`src/rtl/brc_pkg.sv`:
```
package brc_pkg;
  localparam int CFG_W   = 16;
  localparam int CTL_W   = 6;
  localparam int FLG_W   = 3;
  localparam int FLG_LSB = 8;
  localparam int B_RETRY = 0;
  localparam int B_TERR  = 1;
  localparam int B_MISAL = 2;
  localparam int B_APCHK = 3;
  localparam int B_DPCHK = 4;
  localparam int B_EVEN  = 5;
  localparam logic [CTL_W-1:0] CTL_RST = 6'b000110;

  typedef struct packed {
    logic merr;
    logic dperr;
    logic aperr;
  } err_evt_t;
endpackage

```
`src/rtl/brc_lane_parity.sv`:
```
module brc_lane_parity #(
  parameter int LANES  = 4,
  parameter int LANE_W = 8
) (
  input  logic [LANES*LANE_W-1:0] din,
  input  logic                    even,
  output logic [LANES-1:0]        par
);
  for (genvar g = 0; g < LANES; g++) begin : g_lane
    assign par[g] = (^din[g*LANE_W +: LANE_W]) ^ ~even;
  end
endmodule

```
`src/rtl/brc_retry.sv`:
```
module brc_retry (
  input  logic clk,
  input  logic rst,
  input  logic en,
  input  logic phase,
  input  logic is_read,
  input  logic is_reg,
  input  logic posted,
  input  logic peer_busy,
  input  logic ee_load,
  input  logic buf_free,
  input  logic pci_a,
  input  logic pci_b,
  output logic retry
);
  logic [3:0] cause;

  always_comb begin
    cause[0] = is_reg & ~is_read & peer_busy;
    cause[1] = is_reg & is_read & ee_load;
    cause[2] = posted & ~buf_free;
    cause[3] = is_read & (pci_a | pci_b);
  end

  always_ff @(posedge clk) begin
    if (rst) retry <= 1'b0;
    else     retry <= phase & en & (|cause);
  end
endmodule

```
`src/rtl/brc_cfg_regs.sv`:
```
module brc_cfg_regs
  import brc_pkg::*;
(
  input  logic             clk,
  input  logic             rst,
  input  logic             we,
  input  logic [CFG_W-1:0] wdata,
  input  err_evt_t         evt,
  output logic [CTL_W-1:0] ctl,
  output logic [FLG_W-1:0] flags
);
  logic [FLG_W-1:0] clr;

  assign clr = we ? wdata[FLG_LSB +: FLG_W] : '0;

  always_ff @(posedge clk) begin
    if (rst) begin
      ctl   <= CTL_RST;
      flags <= '0;
    end else begin
      if (we) ctl <= wdata[CTL_W-1:0];
      flags <= (flags & ~clr) | {evt.merr, evt.dperr, evt.aperr};
    end
  end
endmodule

```
`src/rtl/bus_resp_ctrl.sv`:
```
module bus_resp_ctrl
  import brc_pkg::*;
#(
  parameter int ADDR_W = 32,
  parameter int DATA_W = 64,
  parameter int LANE_W = 8
) (
  input  logic                       clk,
  input  logic                       rst,
  input  logic                       cfg_we,
  input  logic [15:0]                cfg_wdata,
  output logic [15:0]                cfg_rdata,
  input  logic                       addr_valid,
  input  logic                       addr_is_read,
  input  logic                       addr_is_reg,
  input  logic                       addr_posted,
  input  logic                       addr_misaligned,
  input  logic                       tgt_pci_a,
  input  logic                       tgt_pci_b,
  input  logic                       peer_reg_wr,
  input  logic                       eeprom_loading,
  input  logic                       wbuf_free,
  input  logic [ADDR_W-1:0]          bus_addr,
  input  logic [ADDR_W/LANE_W-1:0]   bus_addr_par,
  input  logic                       data_valid,
  input  logic [DATA_W-1:0]          bus_data,
  input  logic [DATA_W/LANE_W-1:0]   bus_data_par,
  input  logic [ADDR_W-1:0]          mst_addr,
  input  logic [DATA_W-1:0]          mst_data,
  output logic                       retry_out,
  output logic                       terr_out,
  output logic                       irq_out,
  output logic [ADDR_W/LANE_W-1:0]   addr_par_out,
  output logic [DATA_W/LANE_W-1:0]   data_par_out
);
  localparam int AL = ADDR_W / LANE_W;
  localparam int DL = DATA_W / LANE_W;

  logic [CTL_W-1:0] ctl;
  logic [FLG_W-1:0] flags;
  logic [AL-1:0]    a_exp, a_gen;
  logic [DL-1:0]    d_exp, d_gen;
  logic             mis_rej, ap_bad, dp_bad;
  err_evt_t         evt;

  brc_lane_parity #(.LANES(AL), .LANE_W(LANE_W)) u_achk (
    .din(bus_addr), .even(ctl[B_EVEN]), .par(a_exp));
  brc_lane_parity #(.LANES(DL), .LANE_W(LANE_W)) u_dchk (
    .din(bus_data), .even(ctl[B_EVEN]), .par(d_exp));
  brc_lane_parity #(.LANES(AL), .LANE_W(LANE_W)) u_agen (
    .din(mst_addr), .even(ctl[B_EVEN]), .par(a_gen));
  brc_lane_parity #(.LANES(DL), .LANE_W(LANE_W)) u_dgen (
    .din(mst_data), .even(ctl[B_EVEN]), .par(d_gen));

  always_comb begin
    mis_rej   = addr_valid & addr_misaligned & ~ctl[B_MISAL];
    ap_bad    = addr_valid & ctl[B_APCHK] & (|(a_exp ^ bus_addr_par));
    dp_bad    = data_valid & ctl[B_DPCHK] & (|(d_exp ^ bus_data_par));
    evt.aperr = ap_bad;
    evt.dperr = dp_bad;
    evt.merr  = mis_rej & ~ctl[B_TERR];
  end

  brc_cfg_regs u_regs (
    .clk(clk), .rst(rst), .we(cfg_we), .wdata(cfg_wdata),
    .evt(evt), .ctl(ctl), .flags(flags));

  brc_retry u_retry (
    .clk(clk), .rst(rst), .en(ctl[B_RETRY]), .phase(addr_valid),
    .is_read(addr_is_read), .is_reg(addr_is_reg), .posted(addr_posted),
    .peer_busy(peer_reg_wr), .ee_load(eeprom_loading), .buf_free(wbuf_free),
    .pci_a(tgt_pci_a), .pci_b(tgt_pci_b), .retry(retry_out));

  always_ff @(posedge clk) begin
    if (rst) begin
      terr_out     <= 1'b0;
      addr_par_out <= '0;
      data_par_out <= '0;
    end else begin
      terr_out     <= ctl[B_TERR] & (mis_rej | ap_bad | dp_bad);
      addr_par_out <= a_gen;
      data_par_out <= d_gen;
    end
  end

  assign cfg_rdata = {{(CFG_W-FLG_LSB-FLG_W){1'b0}}, flags,
                      {(FLG_LSB-CTL_W){1'b0}}, ctl};
  assign irq_out   = |flags;
endmodule

```
`config.mk`:
```
export PLATFORM = sky130hd
export DESIGN_NAME = bus_resp_ctrl
export DESIGN_NICKNAME = d
export VERILOG_FILES = /design/src/rtl/brc_pkg.sv /design/src/rtl/brc_lane_parity.sv /design/src/rtl/brc_retry.sv /design/src/rtl/brc_cfg_regs.sv /design/src/rtl/bus_resp_ctrl.sv
export SDC_FILE = /design/constraint.sdc
export NUM_CORES = 1
export LEC_CHECK = 0
export CORE_AREA = 3 3 103 105
export DETAILED_ROUTE_END_ITERATION = 10
export DIE_AREA = 0 0 106 108
export DONT_BUFFER_PORTS = 1
export SETUP_SLACK_MARGIN = 0.15
export SYNTH_ARGS = -nofsm -noshare
export SYNTH_HDL_FRONTEND = slang
export SYNTH_HIERARCHICAL = 1
export SYNTH_SLANG_ARGS = --single-unit
```
`constraint.sdc`:
```
create_clock -name clk -period 3.8 [get_ports clk]
set_clock_uncertainty 0.05 [all_clocks]
set_input_delay 0.57 -clock clk [delete_from_list [all_inputs] [get_ports clk]]
set_output_delay 0.57 -clock clk [all_outputs]
set_load 0.05 [all_outputs]
```
==> impl_metrics.yaml <==
drt:
  wl_met3_microns: 788
  wl_met2_microns: 3930
  via_per_inst: 4.46
  met1_length_microns: 2180
  drt_iter0_markers: 37
  num_vias: 1785
  dr.max_layer_used: "met4"
  drc: 0
  routedWlPerCell_microns: 17.4
  final_antenna_net_count: 0
  first_pass_iters: 4
  drt_wl_total_microns: 6970
power:
  power_mw: 1.13
  ir_worst_vdd_mv: 0.173
  powerDensity_nw_per_um2: 384
  p_leak_nw: 1.18
sta:
  fin_hold_ws_ns: 0.308
  slew_viol_final: 0
  tightestPinTransition_ns: 0.604
  finalCriticalPeriod_ns: 2.40
  fmax_mhz: 417
  setup_viol: 0
  fin_ws_ns: 1.40
  fin_tns_setup_ns: 0
  rsz0062_at_grt: "no"
  relSlewSlack_pct: 59.7
  hold_viol_final: 0
  finalCritPeriodShare_pct: 63.1
finish:
  antenna_cells: 0
  final_common_cell: "xnor2_1"
  final_core_util_pct: 30.3
  stdcell_count: 400
  design_area_sq_um: 2950
  final_cell_mix: "xnor2_1, xor2_1, xnor3_1"
  drive_above_1_share_pct: 3.37
  fin_nets: 502
  synthToLayoutAreaGrowth_pct: 5.51
clocking:
  cts_tree: "done"
  cts_buffer_depth: 2
  postCtsSetupBuffers: 0
  htree_levels: 1
  clock-sinks: 23
  numCtsBuffers: 3
  clkLatencyLatePin_ns: 0.26
  cts.reportedPaths.clkPinSlew_ns: 0.09
  cts_resized: 0
  cts-root-buf: "clkbuf_8"
  cts_hold_buf: 0
synth:
  synth_xor_area_share_pct: 68.3
  synth_warnings: 6
  synth-seq-area-share_pct: 16.5
  synth_compound_area_share_pct: 3.14
  yosys-mux-area-fraction_pct: 1.84
  netlist_area_sq_um: 2790
  syn_area_per_cell_sq_um: 10.4
  syn-instance-count: 269
  ys_types: 29
  synth_fa_ha_area_share_pct: 0
  synth_top_family_by_area: "XOR/XNOR gates"
  synth_seq_cells: 23
  synth_simple_gate_area_share_pct: 6.09
placed_design:
  dp_cells: 396
  placed_cell_area_sq_um: 2900
  place_ws_ns: 1.09
  portBuffers: 0
  dpl.hpwl_microns: 6210
  gp_congestion: 0.688
worst_setup_path:
  critical_path_required_ns: 3.93
  reg2reg_to: "u_regs/flags[0]"
  r2r_cells: 8
  r2r_start: "u_regs/ctl[5]"
  worstSetupPathType: "reg -> reg"
  cp_max_fo: 10
  rrSetupSlack_ns: 1.40
  critPathArrivalTime_ns: 2.53
  setup.worst_path.end_class: "flop"
  worstSetupStartpointType: "flop"
floorplanning:
  die-width_microns: 106
  core_sq_um: 9730
  ios: 265
  floorplan.initialDensity_pct: 28.7
  die_area_sq_um: 11400
  die_h_microns: 108
  fp-row-count: 36
global_route:
  grt_util_all_layers_pct: 10.8
  grt_pass1_wl_microns: 9650
  first_global_vias: 1955
  antenna_found_initial: 0
  grt_max_degree: 24
  grt-ovfl-total: 0
min_path:
  hold_depth: 1
  holdPathEnd: "u_regs/ctl[5]"
  holdCritStartpoint: "rst"
  hold_path_class: "in -> reg"
run:
  drv_cap: 0
outcome:
  status: "finished clean"
[cells in the mapped netlist]
cell type	instances	share of area (%)
a211o_1	2	0.63
a21oi_1	1	0.18
a311oi_1	3	0.94
a311oi_2	1	0.54
a41oi_1	1	0.31
and2b_1	1	0.27
buf_2	1	0.18
buf_4	9	2.4
buf_6	1	0.40
clkbuf_1	1	0.13
clkbuf_2	2	0.36
conb_1	1	0.13
dfxtp_1	23	16
inv_1	4	0.54
mux2_1	1	0.40
mux2i_1	4	1.4
nand2_1	5	0.67
nand2b_1	1	0.22
nor2_1	8	1.1
nor2b_1	12	2.7
nor2b_2	1	0.31
nor3_1	1	0.18
nor4_1	2	0.45
o21ai_0	1	0.18
o311a_1	1	0.36
or3_1	1	0.22
xnor2_1	100	31
xnor3_1	24	19
xor2_1	56	18
[power by group]
group | internal (mW) | leakage, nW | switching (mW)
Combinational | 0.336 | 0.968 | 0.195
Clock | 0.0733 | 0.0255 | 0.0870
Sequential | 0.281 | 0.191 | 0.160
Total | 0.690 | 1.18 | 0.442
[layout make-up]
class / count / area (sq um)
clock buffers: 3 / 41.3
clock inverters: 1 / 5.00
fillers: 1032 / 6780
inverters: 4 / 15.0
multi-input cells: 234 / 2240
flip-flops and latches: 23 / 462
well taps: 133 / 166
repair buffers: 2 / 15.0
[worst max-delay path by stage]
| stage | start | to | slack [ns] | depth (start not counted) |
|---|---|---|---|---|
| 2_1_floorplan | u_regs/ctl[5] | terr_out | 1.36 | 8 |
| 3_3_place_gp | bus_data[7] | terr_out | 1.17 | 7 |
| 3_5_place_dp | bus_data[7] | terr_out | 1.09 | 7 |
| 4_1_cts | u_regs/ctl[5] | u_regs/flags[0] | 1.35 | 8 |
| 5_1_grt | u_regs/ctl[5] | u_regs/flags[0] | 1.06 | 8 |
| 6_report | u_regs/ctl[5] | u_regs/flags[0] | 1.40 | 8 |
[worst max-delay path: stages, from the launching register on]
cell and delay (ns):
dfxtp_2 0.48, buf_4 0.37, xnor2_1 0.18, xnor3_1 0.25, xnor2_1 0.22, xnor2_1 0.09
a41oi_1 0.34, inv_1 0.07, a311oi_1 0.25
[sequential cells by signal, summed over array words and instances (netlist names)]
| register | flops |
|---|---|
| terr_out | 1 |
| u_regs/flags | 3 |
| u_regs/ctl | 6 |
| data_par_out | 8 |
| addr_par_out | 4 |
| u_retry/retry | 1 |
[layer usage]
layer / track usage (%) / up-vias
met1: 10.2 / 795
met5: 0 / -
li1: - / 838
met4: 2.68 / 0
met3: 3.28 / 6
met2: 22.4 / 146
[cells by family after synthesis]
kind of cell / after synthesis
AOI/OAI and AO/OA: 10
xor gates and xnor gates: 180
buffers and inverters: 18
DFF: 23
muxes: 5
other: 1
and+or+nand+nor: 32
(Power assumes the default switching activity.)
